===== src/rtl/rob_pkg.sv =====
`timescale 1ns/1ps
package rob_pkg;
  typedef enum logic [1:0] {
    OP_REG    = 2'd0,
    OP_STORE  = 2'd1,
    OP_BRANCH = 2'd2
  } op_kind_e;
endpackage


===== src/rtl/rob_ptrs.sv =====
`timescale 1ns/1ps
// Head/tail pointers with one wrap bit above the slot index (DEPTH is a power of two).
module rob_ptrs #(
  parameter int DEPTH = 8,
  localparam int IDX_W = $clog2(DEPTH),
  localparam int PTR_W = IDX_W + 1
) (
  input  logic             clk,
  input  logic             rst,
  input  logic             push_i,
  input  logic [1:0]       pop_i,
  input  logic             flush_i,
  output logic [IDX_W-1:0] head_idx_o,
  output logic [IDX_W-1:0] tail_idx_o,
  output logic [PTR_W-1:0] count_o,
  output logic             full_o
);
  logic [PTR_W-1:0] head_q, tail_q, head_nxt;

  assign head_nxt   = head_q + PTR_W'(pop_i);
  assign head_idx_o = head_q[IDX_W-1:0];
  assign tail_idx_o = tail_q[IDX_W-1:0];
  assign count_o    = tail_q - head_q;
  assign full_o     = (tail_q[IDX_W] != head_q[IDX_W]) &&
                      (tail_q[IDX_W-1:0] == head_q[IDX_W-1:0]);

  always_ff @(posedge clk) begin
    if (rst) begin
      head_q <= '0;
      tail_q <= '0;
    end else begin
      head_q <= head_nxt;
      if (flush_i) tail_q <= head_nxt;
      else         tail_q <= tail_q + PTR_W'(push_i);
    end
  end

  // occupancy never exceeds the capacity
  a_r2_count_bound: assert property (@(posedge clk) disable iff (rst)
    count_o <= PTR_W'(DEPTH));
  // retirement never takes more slots than are live
  a_r2_pop_bound: assert property (@(posedge clk) disable iff (rst)
    PTR_W'(pop_i) <= count_o);
endmodule


===== src/rtl/rob_entries.sv =====
`timescale 1ns/1ps
// Slot storage: one allocate write port, WB_PORTS result write ports, two read ports.
module rob_entries #(
  parameter int DEPTH    = 8,
  parameter int REG_W    = 5,
  parameter int DATA_W   = 32,
  parameter int ADDR_W   = 16,
  parameter int WB_PORTS = 2,
  localparam int IDX_W   = $clog2(DEPTH)
) (
  input  logic                      clk,
  input  logic                      rst,
  input  logic                      alloc_we_i,
  input  logic [IDX_W-1:0]          alloc_idx_i,
  input  rob_pkg::op_kind_e         alloc_kind_i,
  input  logic [REG_W-1:0]          alloc_dest_i,
  input  logic [WB_PORTS-1:0]       wb_valid_i,
  input  logic [WB_PORTS*IDX_W-1:0] wb_tag_i,
  input  logic [WB_PORTS*DATA_W-1:0] wb_value_i,
  input  logic [WB_PORTS*ADDR_W-1:0] wb_addr_i,
  input  logic [WB_PORTS-1:0]       wb_misp_i,
  input  logic                      flush_i,
  input  logic [IDX_W-1:0]          rd_idx_i  [2],
  output rob_pkg::op_kind_e         rd_kind_o [2],
  output logic [REG_W-1:0]          rd_dest_o [2],
  output logic [DATA_W-1:0]         rd_val_o  [2],
  output logic [ADDR_W-1:0]         rd_addr_o [2],
  output logic [1:0]                rd_done_o,
  output logic [1:0]                rd_misp_o
);
  rob_pkg::op_kind_e kind_q [DEPTH];
  logic [REG_W-1:0]  dest_q [DEPTH];
  logic [DATA_W-1:0] val_q  [DEPTH];
  logic [ADDR_W-1:0] addr_q [DEPTH];
  logic [DEPTH-1:0]  done_q, misp_q;

  always_ff @(posedge clk) begin
    if (alloc_we_i) begin
      kind_q[alloc_idx_i] <= alloc_kind_i;
      dest_q[alloc_idx_i] <= alloc_dest_i;
    end
  end

  always_ff @(posedge clk) begin
    for (int p = 0; p < WB_PORTS; p++) begin
      if (wb_valid_i[p]) begin
        val_q[wb_tag_i[p*IDX_W +: IDX_W]]  <= wb_value_i[p*DATA_W +: DATA_W];
        addr_q[wb_tag_i[p*IDX_W +: IDX_W]] <= wb_addr_i[p*ADDR_W +: ADDR_W];
      end
    end
  end

  always_ff @(posedge clk) begin
    if (rst) begin
      done_q <= '0;
      misp_q <= '0;
    end else begin
      if (alloc_we_i) done_q[alloc_idx_i] <= 1'b0;
      for (int p = 0; p < WB_PORTS; p++) begin
        if (wb_valid_i[p]) begin
          done_q[wb_tag_i[p*IDX_W +: IDX_W]] <= 1'b1;
          misp_q[wb_tag_i[p*IDX_W +: IDX_W]] <= wb_misp_i[p];
        end
      end
      if (flush_i) done_q <= '0;
    end
  end

  for (genvar r = 0; r < 2; r++) begin : g_rd
    assign rd_kind_o[r] = kind_q[rd_idx_i[r]];
    assign rd_dest_o[r] = dest_q[rd_idx_i[r]];
    assign rd_val_o[r]  = val_q[rd_idx_i[r]];
    assign rd_addr_o[r] = addr_q[rd_idx_i[r]];
    assign rd_done_o[r] = done_q[rd_idx_i[r]];
    assign rd_misp_o[r] = misp_q[rd_idx_i[r]];
  end
endmodule


===== src/rtl/rob_retire.sv =====
`timescale 1ns/1ps
// Picks up to two oldest complete slots and registers the architectural writes.
module rob_retire #(
  parameter int DEPTH  = 8,
  parameter int REG_W  = 5,
  parameter int DATA_W = 32,
  parameter int ADDR_W = 16,
  localparam int PTR_W = $clog2(DEPTH) + 1
) (
  input  logic               clk,
  input  logic               rst,
  input  logic [PTR_W-1:0]   count_i,
  input  rob_pkg::op_kind_e  kind_i [2],
  input  logic [REG_W-1:0]   dest_i [2],
  input  logic [DATA_W-1:0]  val_i  [2],
  input  logic [ADDR_W-1:0]  addr_i [2],
  input  logic [1:0]         done_i,
  input  logic [1:0]         misp_i,
  output logic [1:0]         pop_o,
  output logic               flush_req_o,
  output logic [1:0]         rf_we_o,
  output logic [2*REG_W-1:0] rf_idx_o,
  output logic [2*DATA_W-1:0] rf_data_o,
  output logic [1:0]         st_we_o,
  output logic [2*ADDR_W-1:0] st_addr_o,
  output logic [2*DATA_W-1:0] st_data_o,
  output logic               flush_o
);
  logic [1:0] bad, go, vld_q;

  always_comb begin
    bad[0] = (kind_i[0] == rob_pkg::OP_BRANCH) && misp_i[0];
    bad[1] = (kind_i[1] == rob_pkg::OP_BRANCH) && misp_i[1];
    go[0]  = (count_i != '0) && done_i[0];
    go[1]  = go[0] && !bad[0] && (count_i >= PTR_W'(2)) && done_i[1] && !bad[1];
    pop_o  = {1'b0, go[0]} + {1'b0, go[1]};
    flush_req_o = go[0] && bad[0];
  end

  always_ff @(posedge clk) begin
    if (rst) begin
      rf_we_o <= '0;
      st_we_o <= '0;
      vld_q   <= '0;
      flush_o <= 1'b0;
    end else begin
      for (int s = 0; s < 2; s++) begin
        rf_we_o[s] <= go[s] && (kind_i[s] == rob_pkg::OP_REG);
        st_we_o[s] <= go[s] && (kind_i[s] == rob_pkg::OP_STORE);
      end
      vld_q   <= go;
      flush_o <= flush_req_o;
    end
  end

  for (genvar s = 0; s < 2; s++) begin : g_out
    always_ff @(posedge clk) begin
      rf_idx_o[s*REG_W +: REG_W]   <= dest_i[s];
      rf_data_o[s*DATA_W +: DATA_W] <= val_i[s];
      st_addr_o[s*ADDR_W +: ADDR_W] <= addr_i[s];
      st_data_o[s*DATA_W +: DATA_W] <= val_i[s];
    end
  end

  // the discard pulse lasts a single cycle
  a_r8_flush_pulse: assert property (@(posedge clk) disable iff (rst)
    flush_o |=> !flush_o);
  // nothing younger retires once a flush has been raised
  a_r8_quiet_after_flush: assert property (@(posedge clk) disable iff (rst)
    flush_o |=> (vld_q == 2'b00));
endmodule


===== src/rtl/rob_core.sv =====
`timescale 1ns/1ps
module rob_core #(
  parameter int DEPTH    = 8,
  parameter int REG_W    = 5,
  parameter int DATA_W   = 32,
  parameter int ADDR_W   = 16,
  parameter int WB_PORTS = 2,
  localparam int IDX_W   = $clog2(DEPTH),
  localparam int PTR_W   = IDX_W + 1
) (
  input  logic                       clk,
  input  logic                       rst,
  input  logic                       alloc_valid,
  input  logic [1:0]                 alloc_kind,
  input  logic [REG_W-1:0]           alloc_dest,
  output logic                       alloc_ready,
  output logic [IDX_W-1:0]           alloc_tag,
  input  logic [WB_PORTS-1:0]        wb_valid,
  input  logic [WB_PORTS*IDX_W-1:0]  wb_tag,
  input  logic [WB_PORTS*DATA_W-1:0] wb_value,
  input  logic [WB_PORTS*ADDR_W-1:0] wb_addr,
  input  logic [WB_PORTS-1:0]        wb_mispredict,
  output logic [1:0]                 cm_rf_we,
  output logic [2*REG_W-1:0]         cm_rf_idx,
  output logic [2*DATA_W-1:0]        cm_rf_data,
  output logic [1:0]                 cm_st_we,
  output logic [2*ADDR_W-1:0]        cm_st_addr,
  output logic [2*DATA_W-1:0]        cm_st_data,
  output logic                       flush
);
  logic [IDX_W-1:0]  head_idx, tail_idx;
  logic [PTR_W-1:0]  count;
  logic              full, push, flush_req;
  logic [1:0]        pop;
  logic [IDX_W-1:0]  rd_idx [2];
  rob_pkg::op_kind_e rd_kind [2];
  logic [REG_W-1:0]  rd_dest [2];
  logic [DATA_W-1:0] rd_val  [2];
  logic [ADDR_W-1:0] rd_addr [2];
  logic [1:0]        rd_done, rd_misp;

  assign alloc_ready = !full;
  assign alloc_tag   = tail_idx;
  assign push        = alloc_valid && !full;
  assign rd_idx[0]   = head_idx;
  assign rd_idx[1]   = head_idx + IDX_W'(1);

  rob_ptrs #(.DEPTH(DEPTH)) u_ptrs (
    .clk(clk), .rst(rst), .push_i(push), .pop_i(pop), .flush_i(flush_req),
    .head_idx_o(head_idx), .tail_idx_o(tail_idx), .count_o(count), .full_o(full)
  );

  rob_entries #(.DEPTH(DEPTH), .REG_W(REG_W), .DATA_W(DATA_W), .ADDR_W(ADDR_W),
                .WB_PORTS(WB_PORTS)) u_entries (
    .clk(clk), .rst(rst),
    .alloc_we_i(push), .alloc_idx_i(tail_idx),
    .alloc_kind_i(rob_pkg::op_kind_e'(alloc_kind)), .alloc_dest_i(alloc_dest),
    .wb_valid_i(wb_valid), .wb_tag_i(wb_tag), .wb_value_i(wb_value),
    .wb_addr_i(wb_addr), .wb_misp_i(wb_mispredict), .flush_i(flush_req),
    .rd_idx_i(rd_idx), .rd_kind_o(rd_kind), .rd_dest_o(rd_dest),
    .rd_val_o(rd_val), .rd_addr_o(rd_addr), .rd_done_o(rd_done), .rd_misp_o(rd_misp)
  );

  rob_retire #(.DEPTH(DEPTH), .REG_W(REG_W), .DATA_W(DATA_W), .ADDR_W(ADDR_W)) u_retire (
    .clk(clk), .rst(rst), .count_i(count),
    .kind_i(rd_kind), .dest_i(rd_dest), .val_i(rd_val), .addr_i(rd_addr),
    .done_i(rd_done), .misp_i(rd_misp),
    .pop_o(pop), .flush_req_o(flush_req),
    .rf_we_o(cm_rf_we), .rf_idx_o(cm_rf_idx), .rf_data_o(cm_rf_data),
    .st_we_o(cm_st_we), .st_addr_o(cm_st_addr), .st_data_o(cm_st_data),
    .flush_o(flush)
  );

  // the buffer is empty while the discard pulse is visible
  a_r8_flush_empty: assert property (@(posedge clk) disable iff (rst)
    flush |-> (count == '0));

  for (genvar p = 0; p < WB_PORTS; p++) begin : g_live
    logic [IDX_W-1:0] wb_off;
    assign wb_off = wb_tag[p*IDX_W +: IDX_W] - head_idx;
    // results only target live slots
    a_r4_wb_live: assert property (@(posedge clk) disable iff (rst)
      wb_valid[p] |-> ({1'b0, wb_off} < count));
  end
endmodule


===== config.mk =====
export PLATFORM = sky130hd
export DESIGN_NAME = rob_core
export DESIGN_NICKNAME = d
export VERILOG_FILES = /design/src/rtl/rob_pkg.sv /design/src/rtl/rob_ptrs.sv /design/src/rtl/rob_entries.sv /design/src/rtl/rob_retire.sv /design/src/rtl/rob_core.sv
export SDC_FILE = /design/constraint.sdc
export NUM_CORES = 1
export LEC_CHECK = 0
export ABC_AREA = 0
export BUFFER_PORTS_ARGS = -buffer_cell sky130_fd_sc_hd__buf_2
export CAP_MARGIN = 20
export CORE_ASPECT_RATIO = 1.5
export CORE_MARGIN = 1.5
export CORE_UTILIZATION = 39
export DETAILED_ROUTE_END_ITERATION = 10
export PLACE_DENSITY = 0.57
export REMOVE_ABC_BUFFERS = 1
export SLEW_MARGIN = 30
export SYNTH_ARGS = -nofsm -noshare
export SYNTH_HDL_FRONTEND = slang
export SYNTH_SLANG_ARGS = --single-unit
export TNS_END_PERCENT = 10

===== constraint.sdc =====
create_clock -name clk -period 8.5 [get_ports clk]
set_clock_uncertainty 0.05 [all_clocks]
set_input_delay 0.85 -clock clk [delete_from_list [all_inputs] [get_ports clk]]
set_output_delay 0.85 -clock clk [all_outputs]
set_load 0.05 [all_outputs]

; ---- Yosys cells after proc, flatten, opt, wreduce, memory -nomap -nowiden
; Memory sizes are Yosys's and may differ from the RTL's. A register that Yosys moved wholly into a read port is not among the register bits.
; Index checks and enable logic that the tools add are counted.
[classes]
n_addsub = 5
order_cmp = 9
eq_ne = 6
n_mux = 32
bitwise = 4
n_reduce_logical = 24
[op_table]
columns = operator, count
row1 = $mux W8, 8
row2 = $lt A3 B4 Y1 const B, 5
row3 = $logic_and A1 B1 Y1, 17
row4 = $bwmux W8, 2
row5 = $or A8 B8 Y8, 2
row6 = $mux W1, 13
row7 = $bmux W1 S3, 4
row8 = $demux W1 S3, 3
row9 = $ge A3 B1 Y1 const B, 3
row10 = $and A8 B8 Y8, 1
row11 = $not A8 Y8, 1
row12 = $add A4 B1 Y4, 1
row13 = $add A4 B2 Y4, 1
row14 = $eq A2 B1 Y1 const B, 2
row15 = $eq A2 B2 Y1 const B, 2
row16 = $ge A4 B2 Y1 const B, 1
row17 = $logic_not A2 Y1, 2
row18 = $mux W4, 1
row19 = $reduce_bool A4 Y1, 1
row20 = $sub A4 B4 Y4, 1
row21 = $add A3 B1 Y3 const B, 1
row22 = $eq A3 B3 Y1, 1
row23 = $logic_not A1 Y1, 3
row24 = $mux W3, 1
row25 = 3 further kinds, 3
[totals]
reg_bits = 29
ramBits = 440
in_bits = 116
output_inout_bits = 179
elab_cells = 91
memories = 4
[memory_table]
columns = name, words, word_bits, rd, rd_ports_with_merged_regs, write_ports, line_no
row1 = u_entries.val_q, 8, 32, 2, 2, 2, rob_entries.sv:33  ; logic [DATA_W-1:0] val_q [DEPTH];
row2 = u_entries.addr_q, 8, 16, 2, 2, 2, rob_entries.sv:34  ; logic [ADDR_W-1:0] addr_q [DEPTH];
row3 = u_entries.dest_q, 8, 5, 2, 2, 1, rob_entries.sv:32  ; logic [REG_W-1:0] dest_q [DEPTH];
row4 = u_entries.kind_q, 8, 2, 2, 1, 1, rob_entries.sv:31  ; rob_pkg::op_kind_e kind_q [DEPTH];

; ---- Logic depth before layout (Yosys ltp)
; Gate-level depths: netlist (run 1).
[depth]
ltp_word = 13
ltp_mapped = 17
mapped_depth_nobuf = 14

; ---- Modules after synthesis
; Synthesis (run 1) repeated with hierarchy kept, for this count alone.
[unflattened]
cells_unflattened = 1836
area_unflattened_um2 = 28946.5
[by_module_without_submodules]
columns = module, n_inst, cells_each, area_per_inst_um2, seq_area_each_um2
row1 = rob_entries, 1, 1583, 25509.5, 13533.0
row2 = rob_retire, 1, 193, 2870.3, 2222.1
row3 = rob_ptrs, 1, 55, 531.8, 160.2
row4 = rob_core, 1, 5, 35.0, 0.0

; ---- Worst setup path after synthesis (run 1)
; OpenSTA, ideal clock, no wires.
[synth_path]
path_kind = reg2reg
from = register u_ptrs.head_q[2]
to = register u_ptrs.tail_q[3]
setup_ps = 121
arrival_ps = 3867
required_time_ps = 8329
setup_slack_ps = 4462
path_stages_with_launch = 17
n_path_buf = 4
synth_period_minus_slack_ps = 4038
path_cell_list = dfxtp_1 > buf_4 > clkbuf_1 > inv_2 > buf_1 > ha_1 > a21oi_1 > a21oi_1 > o2111a_1 > or2_2 > clkbuf_1 > a311o_1 > fa_1 > nor3_1 > xnor2_1 > nor2_1 > mux2_2
[synth_between]
elab_chain_cells = 11
elab_cells_between_ends = 32
cone_classes = add/sub: 5 / order compare: 1 / eq/ne: 2 / mux: 9 / reduce/logical: 14 / memory: 1
[synth_lines]
columns = element, line_no
row1 = from (decl), rob_ptrs.sv:18  ; logic [PTR_W-1:0] head_q, tail_q, head_nxt;
row2 = from (signal assigned), rob_ptrs.sv:32  ; head_q <= head_nxt;
row3 = branches (longest 10 deep; another with $add A4 B2 Y4), n/a
row4 = $mux W4 *, rob_ptrs.sv:33  ; if (flush_i) tail_q <= head_nxt;
row5 = to (signal assigned), rob_ptrs.sv:33
row6 = to (signal assigned), rob_ptrs.sv:34  ; else tail_q <= tail_q + PTR_W'(push_i);
row7 = to (decl), rob_ptrs.sv:18
; Every way passes the cells marked *. The select of a mux whose other input is x is not followed.
; A chain may end at the register's enable or synchronous reset.

; ---- Worst setup path in the final report (run 1)
[layout_path]
from = register u_ptrs.head_q[0]
to = register u_ptrs.tail_q[3]
; The elaborated chain is that of the path after synthesis.

==> results by group, run 1 <==
Finish
  • Area growth from synthesis to layout: 14.1%
  • Number of nets in the finished design: about 2100
  • Fraction of final layout cells sized beyond drive strength 1: 0.558
  • Number of standard cells in the layout, taps in and fillers out: 2914
  • Filler Cells Inserted: 6404
  • Post-Route Utilization: 0.450
  • Layout Cell Area excl Fill: 32700 um2

Timing
  • Setup repair after global routing missed its margin: no
  • Count of endpoints failing setup in the final report: 0
  • Top achievable clock speed: ~0.23 GHz
  • Period utilization: 0.518
  • Final max-slew violation count: 0
  • Max transition margin: 0.334
  • Least setup slack across all paths after layout: 4.10 ns
  • Final Hold Violating Endpoints: 0
  • Worst slew pin tran: 1.00 ns
  • Setup TNS Final: 0 ns
  • Minimum clock period: approximately 4.4 ns

Die
  • Die W: 224 um
  • Floorplan die area: 75200 um2
  • I/O pin total: about 300
  • Starting Density: 0.395
  • Core Rows: 121
  • Core region area: 72700 um2
  • Chip Height: between 300 and 400 um

Clock network
  • Clock input transition at the sequential cells of the worst setup and hold paths: 0.06 ns
  • Post-CTS Setup Inserts: 0
  • Number of instances resized during post-cts repair: 0
  • Number of H-tree branching levels: 2
  • Root Buffer: clkbuf_16
  • CTS Buffer Depth: 3
  • Worst skew pair latency: 0.64 ns
  • CTS Sinks: between 500 and 600
  • Post-CTS Hold Fix Bufs: 0
  • Clock tree from TritonCTS: done
  • Clock buffer count from CTS: 57

Pwr
  • Static leakage power: 11.2 nW
  • Pwr per Cell Area: 219 nW/um2
  • Peak ir drop on the vdd network: approximately 120 uV

Synth
  • Number of distinct library cells after synthesis: between 40 and 50
  • Library cell with the highest instance count after synthesis: mux2_2
  • Flops & latches, synth: 575
  • Most frequent cells after synthesis: mux2_2 (446), edfxtp_1 (440), mux4_2 (228)
  • Proportion of synthesized flip-flops having asynchronous set or reset: 0
  • Area share of the largest cell type after synthesis: 0.461
  • Post-Synthesis Cells: 1744
  • Number of synthesis warnings: 0
  • Average cell area after synthesis: 16.5 um2
  • Netlist Area Pre-Place: 28700 um2
  • Post-synth top flop: edfxtp_1
  • Main area contributors after synthesis: edfxtp_1 (46%), mux4_2 (18%), mux2_2 (18%)
  • Post-synth EDFFs: 440
  • Sequential cell area fraction in the yosys report: 0.555
  • Dominant cell type by area after synthesis: edfxtp_1

Worst setup path
  • Slowest cell on crit path: dfxtp_4
  • Startpoint type of the worst setup path: flip-flop
  • Crit-path cells: buf_12, buf_6, mux4_2, mux2_2, nand3_2, o311ai_1, a311o_1, fa_1, nor3_1, xnor2_1, nor2_1, mux2_2
  • Crit path DAT: roughly 5 ns
  • Max Fanout on Critical Path: 57
  • Max stage delay on crit path: 0.66 ns
  • Data required time at the worst endpoint: 8.98 ns
  • Nature of the critical path endpoint: flip-flop
  • Most common cell type on the critical path: mux2_2
  • Critical path type: flip-flop to flip-flop

Route
  • Vias per Instance: between 5 and 6
  • Wire length per cell: 27.6 um
  • Routed WL: 80.6 mm
  • Number of detailed-routing iterations run before antenna repair: 5
  • Antenna-violating nets left: 0
  • DR DRC count: 0
  • Count of vias placed by the detailed router: 16758
  • Number of DRC markers after the initial detailed-route iteration: 1283

GRT
  • First-pass GRT wire length: 117 mm
  • Via count of the first global-routing pass: 17617
  • Largest net degree at the start of global routing: 63
  • Sum of overflow across all layers after global routing: 0
  • Number of antenna violations at the first check in global routing: 30
  • Total GRT Usage: 0.214

Job
  • Count of maximum capacitance violations: 0

Placement
  • Placed instance area: 30700 um2
  • HPWL after detailed placement: 45.1 mm
  • Placement-stage worst setup slack: 3.78 ns
  • RePlAce Congestion: 0.760
  • Placed insts: 2799
  • Input/output buffers: approximately 290

Min path
  • Type of the tightest min-delay check: input pin to flip-flop

Run status
  • Result of the run: complete, no violations
[metal layers]
metal | routed length (um) | GRT usage
met5 | 250 | 0
met3 | 4790 | 0.0460
met1 | 32800 | 0.268
met2 | 40300 | 0.365
met4 | 2340 | 0.0713
[logic make-up after synthesis]
family | Yosys count | share of synthesized area
buf+inv | 198 | 0.0366
compound gates | 31 | 0.00720
flops | 575 | 0.555
fa+ha+maj | 9 | 0.00445
mux | 685 | 0.359
simple gates | 239 | 0.0362
xor+xnor | 7 | 0.00214
[final cells by class]
cell class | count | area (um2) | area share
diodes | 9 | 22.5 | 0.000688
clock buffers | 75 | 1560 | 0.0478
clock inverters | 30 | 368 | 0.0112
inverters | 11 | 47.5 | 0.00145
multi-input cells | 971 | 11900 | 0.363
flip-flops and latches | 575 | 15900 | 0.487
well taps | 922 | 1150 | 0.0353
repair buffers | 321 | 1780 | 0.0544
[critical path: cells and delay by family (launching register included)]
kind            cells  cell delay [ns]
compound gates      2             0.49
fa+ha+maj           1             0.43
flops               1             0.66
mux                 3             1.16
buf+inv             2             0.87
simple gates        3             0.47
xor+xnor            1             0.14
[power breakdown]
group / internal, mW / switching [mW]
clock network: 1.56 / 1.11
logic: 0.421 / 0.724
registers: 3.23 / 0.105
[final timing paths]
kind,slack (ns),depth (start not counted),to,startpoint
setup reg to reg,4.10,12,u_ptrs.tail_q[3],u_ptrs.head_q[0]
setup / recovery,4.10,12,u_ptrs.tail_q[3],u_ptrs.head_q[0]
hold / removal,0.44,1,u_entries.dest_q[0][2],alloc_dest[2]
hold reg to reg,0.46,2,u_entries.done_q[0],u_entries.done_q[0]
[stage by stage]
stage                     hold WS [ns]  power [mW]
after floorplan                  0.405        4.26
after global placement           0.440        4.53
after detailed placement         0.444        4.55
after CTS                        0.417        7.22
after global routing             0.425        7.38
final                            0.438        7.16
[flip-flops by register name (all words and copies together) (netlist names)]
| register | flops |
|---|---|
| u_entries.val_q | 256 |
| u_entries.addr_q | 128 |
| u_retire.rf_data_o | 64 |
| u_entries.dest_q | 40 |
| u_retire.st_addr_o | 32 |
| u_entries.kind_q | 16 |
| u_retire.rf_idx_o | 10 |
| u_entries.done_q | 8 |
| u_entries.misp_q | 8 |
| u_ptrs.head_q | 4 |
| u_ptrs.tail_q | 4 |
| u_retire.rf_we_o | 2 |
| u_retire.st_we_o | 2 |
| u_retire.flush_o | 1 |
[layout by cell type, fill, tap and decap left out, types with 5 or more instances in the layout]
| cell | instances |
|---|---|
| mux2_2 | 446 |
| edfxtp_1 | 440 |
| buf_2 | 294 |
| mux4_2 | 228 |
| nand2_1 | 166 |
| dfxtp_1 | 132 |
| clkbuf_16 | 57 |
| nor2_1 | 19 |
| clkinv_2 | 17 |
| buf_6 | 14 |
| o21ai_0 | 11 |
| clkbuf_1 | 11 |
| buf_4 | 10 |
| diode_2 | 9 |
| mux2i_1 | 9 |
| bufinv_16 | 9 |
| clkinv_1 | 8 |
| nor3_1 | 7 |
| clkbuf_8 | 7 |
| nor2b_1 | 6 |
| inv_1 | 6 |
| a21oi_1 | 6 |
| ha_1 | 6 |
| nand2b_1 | 5 |
| and2_1 | 5 |
Power figures use the tool's default switching activity.
==> inputs of run 2 (changes only) <==
--- a/config.mk
+++ b/config.mk
@@ -12,7 +12,7 @@
 export CORE_MARGIN = 1.5
 export CORE_UTILIZATION = 39
 export DETAILED_ROUTE_END_ITERATION = 10
-export PLACE_DENSITY = 0.57
+export PLACE_DENSITY = 0.59
 export REMOVE_ABC_BUFFERS = 1
 export SLEW_MARGIN = 30
 export SYNTH_ARGS = -nofsm -noshare
==> constraint.sdc (replaced) <==
create_clock -name clk -period 3.6 [get_ports clk]
set_clock_uncertainty 0.05 [all_clocks]
set_input_delay 0.36 -clock clk [delete_from_list [all_inputs] [get_ports clk]]
set_output_delay 0.36 -clock clk [all_outputs]
set_load 0.05 [all_outputs]
==> results by group, run 2 (same netlist as run 1, synthesis figures left out) <==
GRT
  • Number of antenna violations at the first check in global routing: 23
  • Total GRT Usage: 0.209
  • Via count of the first global-routing pass: around 17000
  • Sum of overflow across all layers after global routing: 0
  • First-pass GRT wire length: approximately 110 mm
  • Largest net degree at the start of global routing: 94

Die
  • Floorplan die area: about 75000 um2
  • Die W: 224 um
  • Core region area: 72700 um2
  • Starting Density: 0.395
  • Core Rows: 121
  • I/O pin total: 295
  • Chip Height: 335 um

Route
  • Wire length per cell: about 27 um
  • Count of vias placed by the detailed router: 16777
  • DR DRC count: 0
  • Number of detailed-routing iterations run before antenna repair: 5
  • Vias per Instance: 5.70
  • Routed WL: 79.4 mm
  • Number of DRC markers after the initial detailed-route iteration: 1248
  • Antenna-violating nets left: 0

Worst setup path
  • Slowest cell on crit path: dfxtp_4
  • Max stage delay on crit path: 0.44 ns
  • Nature of the critical path endpoint: flip-flop
  • Worst reg2reg setup slack: 0.19 ns
  • Max Fanout on Critical Path: 9
  • Data required time at the worst endpoint: 4.05 ns
  • Startpoint type of the worst setup path: flip-flop
  • Crit-path cells: inv_1, ha_1, nand3b_1, and3_1, o2111a_1, or2_2, a311o_1, fa_1, nor3_1, xnor2_1, nor2_1, mux2_2
  • Critical path type: flip-flop to flip-flop
  • Crit path DAT: a little under 4 ns

Timing
  • Count of endpoints failing setup in the final report: 0
  • Least setup slack across all paths after layout: 0.186 ns
  • Max transition margin: 0.337
  • Minimum clock period: 3.41 ns
  • Period utilization: 0.948
  • Top achievable clock speed: roughly 0.3 GHz
  • Final Hold Violating Endpoints: 0
  • Worst slew pin tran: 0.994 ns
  • Setup repair after global routing missed its margin: no
  • Final max-slew violation count: 0
  • Final Hold Slack: 0.0759 ns

Finish
  • Fraction of final layout cells sized beyond drive strength 1: 0.563
  • Filler Cells Inserted: 6336
  • Commonest non-fill, non-tap cells in the layout: mux2_2 (446), edfxtp_1 (440), buf_2 (294)
  • Register Area: roughly 16000 um2
  • Number of nets in the finished design: 2089
  • Multi-input gate area: 11800 um2
  • Area growth from synthesis to layout: 14.9%
  • Most common library cell in the layout ignoring fill and taps: mux2_2
  • Largest register FFs: 256

Pwr
  • Peak ir drop on the vdd network: 321 uV
  • Static leakage power: ~11 nW
  • Pwr per Cell Area: 507 nW/um2

Run status
  • Result of the run: complete, no violations

Clock network
  • Clock input transition at the sequential cells of the worst setup and hold paths: 0.07 ns
  • CTS Sinks: 575
  • Worst skew pair latency: 0.62 ns
  • CTS Buffer Depth: 3
  • Number of instances resized during post-cts repair: 0
  • Number of H-tree branching levels: 2
  • Clock buffer count from CTS: between 50 and 60
  • Root Buffer: clkbuf_16
  • Clock tree from TritonCTS: done

Min path
  • Type of the tightest min-delay check: input pin to flip-flop

Placement
  • HPWL after detailed placement: 46.3 mm
  • Placement-stage worst setup slack: 0.173 ns
  • Input/output buffers: ~290
  • RePlAce Congestion: just under 0.8

Job
  • Count of maximum capacitance violations: 0
## run 2: report_power, final
part	switching [mW]	internal, mW	total (mW)
Sequential	0.230	7.63	7.86
Combinational	1.72	1.02	2.74
Clock	2.66	3.46	6.11
Total	4.61	12.1	16.7
## run 2: critical path: cells and delay by family, from the launching register on
kind | cells | cell delay, ns
AND/OR/NAND/NOR | 5 | 0.93
adder cells (fa/ha/maj) | 2 | 0.78
XOR/XNOR | 1 | 0.15
buffers and inverters | 1 | 0.09
multiplexers | 1 | 0.27
AO/OA/AOI/OAI | 2 | 0.59
flip-flops | 1 | 0.44
## run 2: metrics by stage
stage | TNS, ns | utilization | instance area (um2) | instances | power, mW
CTS | 0 | 0.453 | 32900 | 2932 | 16.9
detailed placement | 0 | 0.426 | 31000 | 2819 | 10.8
floorplan | -1724.78 | - | 27700 | 1557 | 10.1
global route | 0 | 0.454 | 33000 | 2935 | 17.3
global placement | 0 | 0.426 | 30900 | 2819 | 10.7
finish | 0 | 0.454 | 33000 | 2941 | 16.7
## run 2: timing repair
action | 4_1_cts | 5_1_grt
hold buffers | 7 | 0
endpoints found under the hold margin | 56 | 0
buffers inserted | 0 | 0
setup endpoints to repair | 0 | 0
## run 2: routing by layer
layer  vias to the layer above  wire length [um]  GRT usage
met5                         -               170          0
met4                        28              1910     0.0567
met3                       140              4550     0.0396
met2                       509             40400      0.365
met1                      8800             32400      0.263
li1                       7300                 -          -
## run 2: path summary, 6_finish.rpt
path	startpoint	endpoint	cells past startpoint
worst min-delay path	wb_mispredict[1]	u_entries.misp_q[6]	3
worst min register to register	u_entries.done_q[0]	u_entries.done_q[0]	2
worst max-delay path	u_ptrs.head_q[1]	u_ptrs.tail_q[3]	12
worst max register to register	u_ptrs.head_q[1]	u_ptrs.tail_q[3]	12
## run 2: final cells by class
cell class | count | share of cell area
Sequential cell | 575 | 0.483
Multi-Input combinational cell | 971 | 0.359
Timing Repair Buffer | 348 | 0.0633
Clock buffer | 81 | 0.0507
Tap cell | 922 | 0.0350
Clock inverter | 25 | 0.00702
Inverter | 11 | 0.00140
Antenna cell | 8 | 0.000607
